--- src/rtl/flowctl_pkg.sv ---
package flowctl_pkg;
  typedef enum logic [2:0] {
    A_CTRL  = 3'd0,
    A_TRIG  = 3'd1,
    A_IER   = 3'd2,
    A_FCR   = 3'd3,
    A_MCR   = 3'd4,
    A_DIVLO = 3'd5,
    A_DIVHI = 3'd6,
    A_MATCH = 3'd7
  } reg_addr_e;

  // Bit positions the neighbouring logic decodes
  localparam int CTRL_CTS_EN = 7;
  localparam int CTRL_RTS_EN = 6;
  localparam int CTRL_SPC_EN = 5;
  localparam int CTRL_ENH_EN = 4;
  localparam int IER_SLEEP   = 4;
  localparam int MCR_RTS     = 1;

  localparam logic [7:0] IER_LOCK = 8'hF0;
  localparam logic [7:0] FCR_LOCK = 8'h30;
  localparam logic [7:0] MCR_LOCK = 8'hE0;
endpackage

--- src/rtl/flowctl_regs.sv ---
module flowctl_regs
  import flowctl_pkg::*;
#(
  parameter int DATA_W = 8,
  parameter int DIV_W  = 2 * DATA_W
) (
  input  logic              clk,
  input  logic              rst,
  input  logic              we,
  input  logic [2:0]        addr,
  input  logic [DATA_W-1:0] wdata,
  output logic [DATA_W-1:0] ctrl_q,
  output logic [DATA_W-1:0] trig_q,
  output logic [DATA_W-1:0] ier_q,
  output logic [DATA_W-1:0] fcr_q,
  output logic [DATA_W-1:0] mcr_q,
  output logic [DATA_W-1:0] match_q,
  output logic [DIV_W-1:0]  div_q
);
  reg_addr_e sel;
  logic      enh_ok;
  logic      div_ok;

  assign sel    = reg_addr_e'(addr);
  assign enh_ok = ctrl_q[CTRL_ENH_EN];
  assign div_ok = ~ier_q[IER_SLEEP];

  // Keep locked bits from the old value unless enhanced writes are open
  function automatic logic [DATA_W-1:0] merge(input logic [DATA_W-1:0] old_v,
                                              input logic [DATA_W-1:0] new_v,
                                              input logic [DATA_W-1:0] lock,
                                              input logic              open);
    return open ? new_v : ((old_v & lock) | (new_v & ~lock));
  endfunction

  always_ff @(posedge clk) begin
    if (rst) begin
      ctrl_q  <= '0;
      trig_q  <= '0;
      ier_q   <= '0;
      fcr_q   <= '0;
      mcr_q   <= '0;
      match_q <= '0;
      div_q   <= '0;
    end else if (we) begin
      unique case (sel)
        A_CTRL:  ctrl_q  <= wdata;
        A_TRIG:  trig_q  <= wdata;
        A_IER:   ier_q   <= merge(ier_q, wdata, DATA_W'(IER_LOCK), enh_ok);
        A_FCR:   fcr_q   <= merge(fcr_q, wdata, DATA_W'(FCR_LOCK), enh_ok);
        A_MCR:   mcr_q   <= merge(mcr_q, wdata, DATA_W'(MCR_LOCK), enh_ok);
        A_DIVLO: if (div_ok) div_q[DATA_W-1:0]     <= wdata;
        A_DIVHI: if (div_ok) div_q[DIV_W-1:DATA_W] <= wdata;
        A_MATCH: match_q <= wdata;
        default: ;
      endcase
    end
  end

  p_enh_lock_r11: assert property (@(posedge clk) disable iff (rst)
    !ctrl_q[CTRL_ENH_EN] |=> $stable(ier_q[7:4]) && $stable(fcr_q[5:4]) && $stable(mcr_q[7:5]));
  p_div_lock_r12: assert property (@(posedge clk) disable iff (rst)
    ier_q[IER_SLEEP] |=> $stable(div_q));
endmodule

--- src/rtl/flowctl_rts.sv ---
module flowctl_rts #(
  parameter int LEVEL_W  = 7,
  parameter int TRIG_W   = 4,
  parameter int SCALE_SH = 2
) (
  input  logic               clk,
  input  logic               rst,
  input  logic               en,
  input  logic               manual,
  input  logic [TRIG_W-1:0]  halt_fld,
  input  logic [TRIG_W-1:0]  resume_fld,
  input  logic [LEVEL_W-1:0] level,
  output logic               rts_q
);
  localparam int SCALED_W = TRIG_W + SCALE_SH;

  logic [LEVEL_W-1:0] halt_lvl;
  logic [LEVEL_W-1:0] resume_lvl;
  logic               cfg_ok;

  assign halt_lvl   = LEVEL_W'({halt_fld,   {SCALE_SH{1'b0}}});
  assign resume_lvl = LEVEL_W'({resume_fld, {SCALE_SH{1'b0}}});
  assign cfg_ok     = (halt_fld != '0) && (resume_fld < halt_fld);

  always_ff @(posedge clk) begin
    if (rst)                     rts_q <= 1'b0;
    else if (!en)                rts_q <= manual;
    else if (!cfg_ok)            rts_q <= 1'b0;
    else if (level >= halt_lvl)  rts_q <= 1'b1;
    else if (level <= resume_lvl) rts_q <= 1'b0;
  end

  p_rts_halt_r4: assert property (@(posedge clk) disable iff (rst)
    (en && cfg_ok && level >= halt_lvl) |=> rts_q);
  p_rts_band_r5: assert property (@(posedge clk) disable iff (rst)
    (en && $past(en) && cfg_ok && level > resume_lvl && level < halt_lvl) |=> $stable(rts_q));
  p_rts_invalid_r6: assert property (@(posedge clk) disable iff (rst)
    (en && !cfg_ok) |=> !rts_q);
  p_rts_manual_r7: assert property (@(posedge clk) disable iff (rst)
    !en |=> (rts_q == $past(manual)));
endmodule

--- src/rtl/flowctl_cts.sv ---
module flowctl_cts #(
  parameter int SYNC_STAGES = 2
) (
  input  logic clk,
  input  logic rst,
  input  logic en,
  input  logic cts_in,
  input  logic tx_idle,
  output logic stop_q
);
  logic [SYNC_STAGES-1:0] sync_q;

  generate
    if (SYNC_STAGES == 1) begin : g_one
      always_ff @(posedge clk) begin
        if (rst) sync_q <= '0;
        else     sync_q <= cts_in;
      end
    end else begin : g_chain
      always_ff @(posedge clk) begin
        if (rst) sync_q <= '0;
        else     sync_q <= {sync_q[SYNC_STAGES-2:0], cts_in};
      end
    end
  endgenerate

  always_ff @(posedge clk) begin
    if (rst)          stop_q <= 1'b0;
    else if (tx_idle) stop_q <= en & sync_q[SYNC_STAGES-1];
  end

  p_stop_boundary_r3: assert property (@(posedge clk) disable iff (rst)
    !tx_idle |=> $stable(stop_q));
  p_stop_off_r2: assert property (@(posedge clk) disable iff (rst)
    (!en && tx_idle) |=> !stop_q);
endmodule

--- src/rtl/flowctl_spchar.sv ---
module flowctl_spchar #(
  parameter int DATA_W = 8
) (
  input  logic              clk,
  input  logic              rst,
  input  logic              en,
  input  logic [DATA_W-1:0] match_chr,
  input  logic              rx_strobe,
  input  logic [DATA_W-1:0] rx_data,
  input  logic              clr,
  output logic              flag_q,
  output logic              we_q,
  output logic [DATA_W-1:0] wdata_q
);
  logic hit;

  assign hit = en && rx_strobe && (rx_data == match_chr);

  always_ff @(posedge clk) begin
    if (rst)      flag_q <= 1'b0;
    else if (hit) flag_q <= 1'b1;
    else if (clr) flag_q <= 1'b0;
  end

  always_ff @(posedge clk) begin
    if (rst) begin
      we_q    <= 1'b0;
      wdata_q <= '0;
    end else begin
      we_q <= rx_strobe;
      if (rx_strobe) wdata_q <= rx_data;
    end
  end

  p_flag_set_r8: assert property (@(posedge clk) disable iff (rst)
    (en && rx_strobe && rx_data == match_chr) |=> flag_q);
  p_flag_hold_r9: assert property (@(posedge clk) disable iff (rst)
    (flag_q && !clr) |=> flag_q);
  p_fwd_r10: assert property (@(posedge clk) disable iff (rst)
    rx_strobe |=> we_q && wdata_q == $past(rx_data));
endmodule

--- src/rtl/uart_flow_ctl.sv ---
module uart_flow_ctl
  import flowctl_pkg::*;
#(
  parameter int FIFO_DEPTH  = 64,
  parameter int DATA_W      = 8,
  parameter int TRIG_W      = 4,
  parameter int SCALE_SH    = 2,
  parameter int SYNC_STAGES = 2,
  localparam int LEVEL_W    = $clog2(FIFO_DEPTH + 1),
  localparam int DIV_W      = 2 * DATA_W
) (
  input  logic               clk,
  input  logic               rst,
  input  logic               reg_we,
  input  logic [2:0]         reg_addr,
  input  logic [DATA_W-1:0]  reg_wdata,
  input  logic               iir_rd,
  input  logic [LEVEL_W-1:0] rx_level,
  input  logic               rx_strobe,
  input  logic [DATA_W-1:0]  rx_data,
  input  logic               cts_in,
  input  logic               tx_idle,
  output logic               rts_out,
  output logic               tx_stop,
  output logic               spchar_flag,
  output logic               fifo_we,
  output logic [DATA_W-1:0]  fifo_wdata,
  output logic [DATA_W-1:0]  ctrl_q,
  output logic [DATA_W-1:0]  trig_q,
  output logic [DATA_W-1:0]  ier_q,
  output logic [DATA_W-1:0]  fcr_q,
  output logic [DATA_W-1:0]  mcr_q,
  output logic [DIV_W-1:0]   div_q
);
  logic [DATA_W-1:0] match_q;

  flowctl_regs #(.DATA_W(DATA_W), .DIV_W(DIV_W)) u_regs (
    .clk(clk), .rst(rst), .we(reg_we), .addr(reg_addr), .wdata(reg_wdata),
    .ctrl_q(ctrl_q), .trig_q(trig_q), .ier_q(ier_q), .fcr_q(fcr_q),
    .mcr_q(mcr_q), .match_q(match_q), .div_q(div_q)
  );

  flowctl_rts #(.LEVEL_W(LEVEL_W), .TRIG_W(TRIG_W), .SCALE_SH(SCALE_SH)) u_rts (
    .clk(clk), .rst(rst), .en(ctrl_q[CTRL_RTS_EN]), .manual(mcr_q[MCR_RTS]),
    .halt_fld(trig_q[TRIG_W-1:0]), .resume_fld(trig_q[2*TRIG_W-1:TRIG_W]),
    .level(rx_level), .rts_q(rts_out)
  );

  flowctl_cts #(.SYNC_STAGES(SYNC_STAGES)) u_cts (
    .clk(clk), .rst(rst), .en(ctrl_q[CTRL_CTS_EN]), .cts_in(cts_in),
    .tx_idle(tx_idle), .stop_q(tx_stop)
  );

  flowctl_spchar #(.DATA_W(DATA_W)) u_spc (
    .clk(clk), .rst(rst), .en(ctrl_q[CTRL_SPC_EN]), .match_chr(match_q),
    .rx_strobe(rx_strobe), .rx_data(rx_data), .clr(iir_rd),
    .flag_q(spchar_flag), .we_q(fifo_we), .wdata_q(fifo_wdata)
  );

  p_level_range_r4: assert property (@(posedge clk) disable iff (rst)
    rx_level <= LEVEL_W'(FIFO_DEPTH));
endmodule

--- config.mk ---
export PLATFORM = sky130hd
export DESIGN_NAME = uart_flow_ctl
export DESIGN_NICKNAME = d
export VERILOG_FILES = /design/src/rtl/flowctl_pkg.sv /design/src/rtl/flowctl_regs.sv /design/src/rtl/flowctl_rts.sv /design/src/rtl/flowctl_cts.sv /design/src/rtl/flowctl_spchar.sv /design/src/rtl/uart_flow_ctl.sv
export SDC_FILE = /design/constraint.sdc
export NUM_CORES = 1
export LEC_CHECK = 0
export BUFFER_PORTS_ARGS = -buffer_cell sky130_fd_sc_hd__buf_2
export CAP_MARGIN = 0
export CORE_ASPECT_RATIO = 1.25
export CORE_UTILIZATION = 46
export CTS_CLUSTER_SIZE = 20
export DETAILED_ROUTE_END_ITERATION = 16
export PLACE_DENSITY = 0.73
export SETUP_SLACK_MARGIN = 0.4
export SYNTH_ARGS = -nofsm -noshare
export SYNTH_HDL_FRONTEND = slang
export SYNTH_SLANG_ARGS = --single-unit
export TNS_END_PERCENT = 30
--- constraint.sdc ---
create_clock -name clk -period 1.7 [get_ports clk]
set_clock_uncertainty 0.2 [all_clocks]
set_input_delay 0.17 -clock clk [delete_from_list [all_inputs] [get_ports clk]]
set_output_delay 0.17 -clock clk [all_outputs]
set_load 0.05 [all_outputs]
==> flow_summary_export.csv, run 1 <==
group,metric,value,unit
timing,slew_headroom,65.4,%
cells_and_area,final_common_cell,"buf_2",
placed_design,dpl_cell_area,0.00386,sq mm
grt,grt_max_degree,59,
cells_and_area,diodes,0,
detailed_routing,wl_per_cell,15.3,um
yosys,synthTopCellsByArea,"dfxtp_1, mux2i_1, nand2_1, nor2_1, a21oi_1",
placed_design,port_buffers,100,
yosys,syn_area,0.00332,sq mm
die,ios,101,
timing,setup_viol,0,
grt,grt_pass1_wl,13400,um
die,core_area,0.00698,sq mm
placed_design,hpwl,5660,um
timing,rsz0062_at_grt,"true",
detailed_routing,ant_nets,0,
timing,hold_violations,0,
yosys,syn_nets,405,
timing,drv_slew,0,
worst_setup_path,critical_path_class,"reg2reg",
yosys,netlist_instances,361,
timing,fin_tns_setup,0,ps
cts,path_clk_slew,80,ps
placed_design,dp_slack,142,ps
timing,post-route-min-period,1560,ps
worst_setup_path,startpoint_type,"flip-flop",
cts,root_buffer,"clkbuf_8",
cts,cts_buffers,9,
yosys,ys_seq_area_share,47.1,%
cells_and_area,final_cell_mix,"buf_2, dfxtp_1, nand2_1",
cells_and_area,area_growth,33.4,%
detailed_routing,vias,2882,
die,dieArea,0.00756,sq mm
cts,cts_setup_buffers,0,
die,start_util,47.6,%
yosys,yosys_warnings,0,
grt,overflow,0,
die,core.rowCount,34,
cts,cts_tree,"done",
detailed_routing,drt_first_pass_iters,5,
worst_setup_path,critPathCaptureType,"flip-flop",
timing,clock.fmax,0.639,GHz
yosys,ys_ff_latch,78,
cells_and_area,final_util,63.5,%
worst_setup_path,crit_arrival,1600,ps
power_and_ir_drop,cellLeakagePower,1.98,nW
cells_and_area,finalInstanceArea,0.00443,sq mm
detailed_routing,avgViaCountPerCell,5.12,
hold_path,worstHoldPathType,"in2reg",
job,maxCapViolCount,0,
detailed_routing,drc,0,
yosys,yosys.area.top_type_share,47.1,%
timing,period_share,92.0,%
die,fp.dieW,78.0,um
power_and_ir_drop,peakVddDrop,0.616,mV
yosys,synthFlopType,"dfxtp_1",
worst_setup_path,required,1730,ps
yosys,synth_top_area_cell,"dfxtp_1",
grt,busiest_layer,"met2",
detailed_routing,first_iter_violations,104,
yosys,synth-edff-count,0,
yosys,syn_avg_cell_area,9.19,sq um
grt,antenna_found_initial,0,
placed_design,place_congestion,0.831,
cells_and_area,drive_gt1_share,31.7,%
power_and_ir_drop,powerDensity,871,mW/mm^2
timing,worst_pin_slew,516,ps
cells_and_area,nets,512,
yosys,async_flop_share,0,%
cts,htree_num_levels,3,
power_and_ir_drop,power,3.85,mW
cts,clock-sinks,78,
grt,grt_usage,23.1,%
grt,use_met1,27.4,%
outcome,status,"complete, no violations",
timing,finalWorstSetupSlack,136,ps
cts,clockBufferDepth,2,
worst_setup_path,cp_max_fo,4,
cts,clk_latency,340,ps
grt,met3_usage,4.43,%
yosys,ys_types,39,
grt,grtUsageMet2,40.0,%
die,chipHeight,97.0,um
detailed_routing,totalWireLength,8600,um
grt,grt_pass1_vias,2691,
area by class of cell:
| type | count | area, sq um |
|---|---|---|
| clock buffers | 11 | 153 |
| clock inverters | 5 | 56.3 |
| fillers | 601 | 2550 |
| inverters | 8 | 30.0 |
| multi-input cells | 245 | 1620 |
| flip-flops and latches | 78 | 1590 |
| well taps | 90 | 113 |
| repair buffers | 126 | 875 |
what timing repair did:
action,4_1_cts,5_1_grt
cloned,0,0
hold endpoints to repair,39,0
pin swaps,1,3
hold buffers,19,0
endpoints found under the setup margin,85,84
gates resized for setup,24,35
sequential cells by signal, summed over array words and instances, names as in the netlist:
| name | count |
|---|---|
| u_spc.wdata_q | 8 |
| u_regs.ctrl_q | 8 |
| u_regs.mcr_q | 8 |
| u_rts.rts_q | 1 |
| u_regs.fcr_q | 8 |
| u_cts.stop_q | 1 |
| u_cts.sync_q | 2 |
| u_spc.we_q | 1 |
| u_regs.match_q | 8 |
| u_regs.ier_q | 8 |
| u_regs.div_q | 16 |
| u_regs.trig_q | 8 |
| u_spc.flag_q | 1 |
worst max-delay path, cell delays in order (launching register included):
cell	delay, ps
dfxtp_4	360
inv_2	70
ha_4	190
nor2b_1	120
a311o_1	270
a31oi_1	150
a22oi_1	90
cells by family after synthesis:
group	count (synthesis)	share of synthesized area, %
flops	78	47.1
buf+inv	38	6.26
simple gates	144	21.4
xor+xnor	8	2.11
mux	41	12.4
fa+ha+maj	11	4.15
compound gates	41	6.67
per-layer routing:
layer  wire length (um)  vias up
met1               3630     1376
met2               4450       80
met3                362       13
met4                156        0
li1                   -     1413
met5                  0        -
power breakdown:
| part | total [mW] | leakage, nW | internal [mW] | switching (mW) |
|---|---|---|---|---|
| Sequential | 1.89 | 0.639 | 1.86 | 0.0271 |
| Clock | 1.44 | 0.104 | 0.766 | 0.678 |
| Combinational | 0.522 | 1.24 | 0.192 | 0.330 |
| Total | 3.85 | 1.98 | 2.82 | 1.03 |
worst paths after layout:
check                                      from                    endpoint  slack (ps)  depth (start not counted)
setup / recovery  u_regs.trig_q[1]$_SDFFE_PP0P_    u_rts.rts_q$_SDFFE_PP0P_         140                          6
hold / removal                        rx_strobe       u_spc.we_q$_SDFF_PP0_          30                          2
setup reg to reg  u_regs.trig_q[1]$_SDFFE_PP0P_    u_rts.rts_q$_SDFFE_PP0P_         140                          6
hold reg to reg      u_cts.sync_q[0]$_SDFF_PP0_  u_cts.sync_q[1]$_SDFF_PP0_         250                          1
synthesized netlist by cell type, types with 2 or more instances:
library cell,n
ha_1,11
xor2_1,4
inv_1,8
nor2_1,45
nand4b_1,2
a211oi_1,3
nand3_1,13
dfxtp_1,78
a21oi_1,32
xnor2_1,4
nor4_1,2
nand4_1,2
clkbuf_1,6
nor2b_1,4
mux2i_1,41
nand2_1,59
clkbuf_2,5
buf_4,7
buf_6,3
nand2_2,2
nand2b_1,2
buf_2,8
o21ai_0,3
and4bb_2,2
through the flow:
step                cells  hold WS [ps]
global route          563          32.6
detailed placement    528           192
floorplan             361          98.2
CTS                   563          10.3
finish                563          25.3
global placement      528           192
(Power assumes the default switching activity.)
==> run 2: changes to the inputs <==
- CORE_UTILIZATION: 46 -> 50
- PLACE_DENSITY: 0.73 -> 0.75
- clock period: 1.7 -> 1.8 ns (I/O delays scaled with it)
==> run 2 against run 1 <==
  * Final area shrank 2.7%
  * Critical path type unchanged
  * Die area is 7.8% lower
  * Largest power group unchanged
  * Core utilization grew 5.1 points
==> flow_summary_export.csv, run 2 (synthesized netlist as in run 1, its figures left out) <==
group,metric,value,unit
outcome,status,"complete, no violations",
hold_path,min_from,"rst",
die,fp.dieW,74.9,um
timing,drv_slew,0,
worst_setup_path,slowest_delay,350,ps
cells_and_area,nets,513,
worst_setup_path,required,1830,ps
cells_and_area,area_growth,29.9,%
timing,post-route-min-period,1550,ps
die,core.rowCount,32,
worst_setup_path,crit_path_cell_trace,"inv_2 > ha_4 > nor2b_1 > a311o_1 > a31oi_1 > a22oi_1",
power_and_ir_drop,power_frac_clock,37.1,%
hold_path,holdPathEnd,"u_rts.rts_q$_SDFFE_PP0P_",
power_and_ir_drop,peakVddDrop,0.548,mV
detailed_routing,totalWireLength,7970,um
detailed_routing,highest_layer,"met4",
timing,hold_violations,0,
cells_and_area,multi_input_area,0.00159,sq mm
worst_setup_path,ff2ff_path_depth,6,
cells_and_area,final_util,68.6,%
placed_design,hpwl,5490,um
die,dieArea,0.00697,sq mm
job,maxCapViolCount,0,
worst_setup_path,r2r_slack,250,ps
worst_setup_path,r2r-end,"u_rts.rts_q$_SDFFE_PP0P_",
cells_and_area,final_common_cell,"buf_2",
detailed_routing,first_iter_violations,142,
cells_and_area,largest_register,"u_regs.div_q",
timing,worst_pin_slew,478,ps
die,chipHeight,93.1,um
detailed_routing,wl_per_cell,14.3,um
grt,overflow,0,
power_and_ir_drop,swShare,27.0,%
power_and_ir_drop,seqPwrFrac,49.8,%
cts,htree_num_levels,3,
worst_setup_path,reg2reg_from,"u_regs.trig_q[1]$_SDFFE_PP0P_",
hold_path,worstHoldPathType,"in2reg",
hold_path,holdPathStages,3,
timing,fin_tns_setup,0,ps
grt,grt_usage,24.1,%
timing,clock.fmax,0.644,GHz
power_and_ir_drop,comb_power_share,13.2,%
power_and_ir_drop,powerDensity,830,mW/mm^2
cts,cts_buffers,9,
worst_setup_path,startpoint_type,"flip-flop",
cts,cts_tree,"done",
power_and_ir_drop,switchingPower,965,uW
power_and_ir_drop,intPower,2.61,mW
detailed_routing,wl_met1,3310,um
cells_and_area,fill_cells,515,
detailed_routing,avgViaCountPerCell,5.08,
die,ios,101,
detailed_routing,vias,2840,
placed_design,place_congestion,0.821,
timing,slew_headroom,68.0,%
placed_design,port_buffers,100,
worst_setup_path,critical_path_class,"reg2reg",
cts,clock-sinks,78,
timing,setup_viol,0,
die,start_util,52.8,%
cts,path_clk_slew,80,ps
grt,grt_max_degree,67,
worst_setup_path,crit_buf_inv,1,
detailed_routing,drc,0,
cells_and_area,largest_reg_flops,16,
worst_setup_path,critPathCaptureType,"flip-flop",
detailed_routing,drt_first_pass_iters,4,
grt,grt_pass1_wl,12600,um
power_and_ir_drop,cellLeakagePower,1.98,nW
timing,holdWs,33.6,ps
die,core_area,0.00629,sq mm
cts,clockBufferDepth,2,
cells_and_area,regArea,0.00159,sq mm
worst_setup_path,slowest_stage,"dfxtp_4",
cts,clk_latency,340,ps
cells_and_area,drive_gt1_share,31.4,%
timing,period_share,86.2,%
detailed_routing,ant_nets,0,
grt,grt_pass1_vias,2634,
timing,rsz0062_at_grt,"true",
cts,root_buffer,"clkbuf_8",
cells_and_area,final_cell_mix,"buf_2, dfxtp_1, nand2_1",
cells_and_area,diodes,0,
worst_setup_path,crit_arrival,1580,ps
worst_setup_path,crit_family,"compound AO/OA/AOI/OAI gates",
detailed_routing,met3_wirelength,460,um
detailed_routing,wl_met2,4050,um
grt,antenna_found_initial,0,
worst_setup_path,cp_max_fo,4,
## run 2: changes by cell type in the layout (fill, tap and decap cells not counted), moves of 2 or more
cell | previous run | this run
a211oi_2 | 3 | 1
buf_4 | 16 | 6
buf_2 | 75 | 97
a211oi_1 | 0 | 2
buf_6 | 15 | 2
## run 2: layout make-up
type / count / share of cell area (%)
multi-input cells: 245 / 37.0
flip-flops and latches: 78 / 36.8
repair buffers: 127 / 18.3
clock buffers: 10 / 3.19
well taps: 85 / 2.47
clock inverters: 6 / 1.57
inverters: 8 / 0.697
## run 2: what timing repair did
action / CTS / global route
resized for setup: 9 / 6
gates cloned: 0 / 0
setup buffers: 1 / 0
pin swaps: 1 / 3
setup endpoints to repair: 10 / 20
hold buffers: 19 / 0
hold endpoints to repair: 39 / 0
## run 2: per-layer routing
layer	up-vias	global-route usage, %
li1	1418	-
met1	1315	28.7
met2	92	41.4
met3	15	5.17
met4	0	9.59
met5	-	0
## run 2: power by group through the flow
| stage | logic, mW | clock network (mW) | registers [mW] |
|---|---|---|---|
| 2_1_floorplan | 0.204 | 0 | 1.93 |
| 3_3_place_gp | 0.422 | 0 | 1.82 |
| 3_5_place_dp | 0.428 | 0 | 1.82 |
| 4_1_cts | 0.469 | 1.35 | 1.78 |
| 5_1_grt | 0.506 | 1.43 | 1.79 |
| 6_report | 0.471 | 1.33 | 1.78 |
## run 2: tightest hold or removal path: stages
cell and delay [ps]:
buf_2 130, or3b_2 140, a22oi_1 70
## run 2: worst max path at each step
| stage | slack, ps | cells past startpoint | endpoint | startpoint |
|---|---|---|---|---|
| detailed placement | 260 | 6 | u_rts.rts_q$_SDFFE_PP0P_ | u_regs.trig_q[1]$_SDFFE_PP0P_ |
| finish | 250 | 6 | u_rts.rts_q$_SDFFE_PP0P_ | u_regs.trig_q[1]$_SDFFE_PP0P_ |
| global placement | 290 | 6 | u_rts.rts_q$_SDFFE_PP0P_ | u_regs.trig_q[1]$_SDFFE_PP0P_ |
| global route | 180 | 6 | u_rts.rts_q$_SDFFE_PP0P_ | u_regs.trig_q[1]$_SDFFE_PP0P_ |
| floorplan | 210 | 6 | u_rts.rts_q$_SDFFE_PP0P_ | u_regs.trig_q[1]$_SDFFE_PP0P_ |
| CTS | 260 | 6 | u_rts.rts_q$_SDFFE_PP0P_ | u_regs.trig_q[1]$_SDFFE_PP0P_ |
## run 2: through the flow
step	setup slack [ps]	cell area (sq um)	total power [mW]	cells
global placement	289	3850	2.24	523
floorplan	208	3360	2.14	361
global route	176	4310	3.72	559
detailed placement	264	3850	2.25	523
CTS	259	4300	3.60	559
finish	248	4310	3.58	559
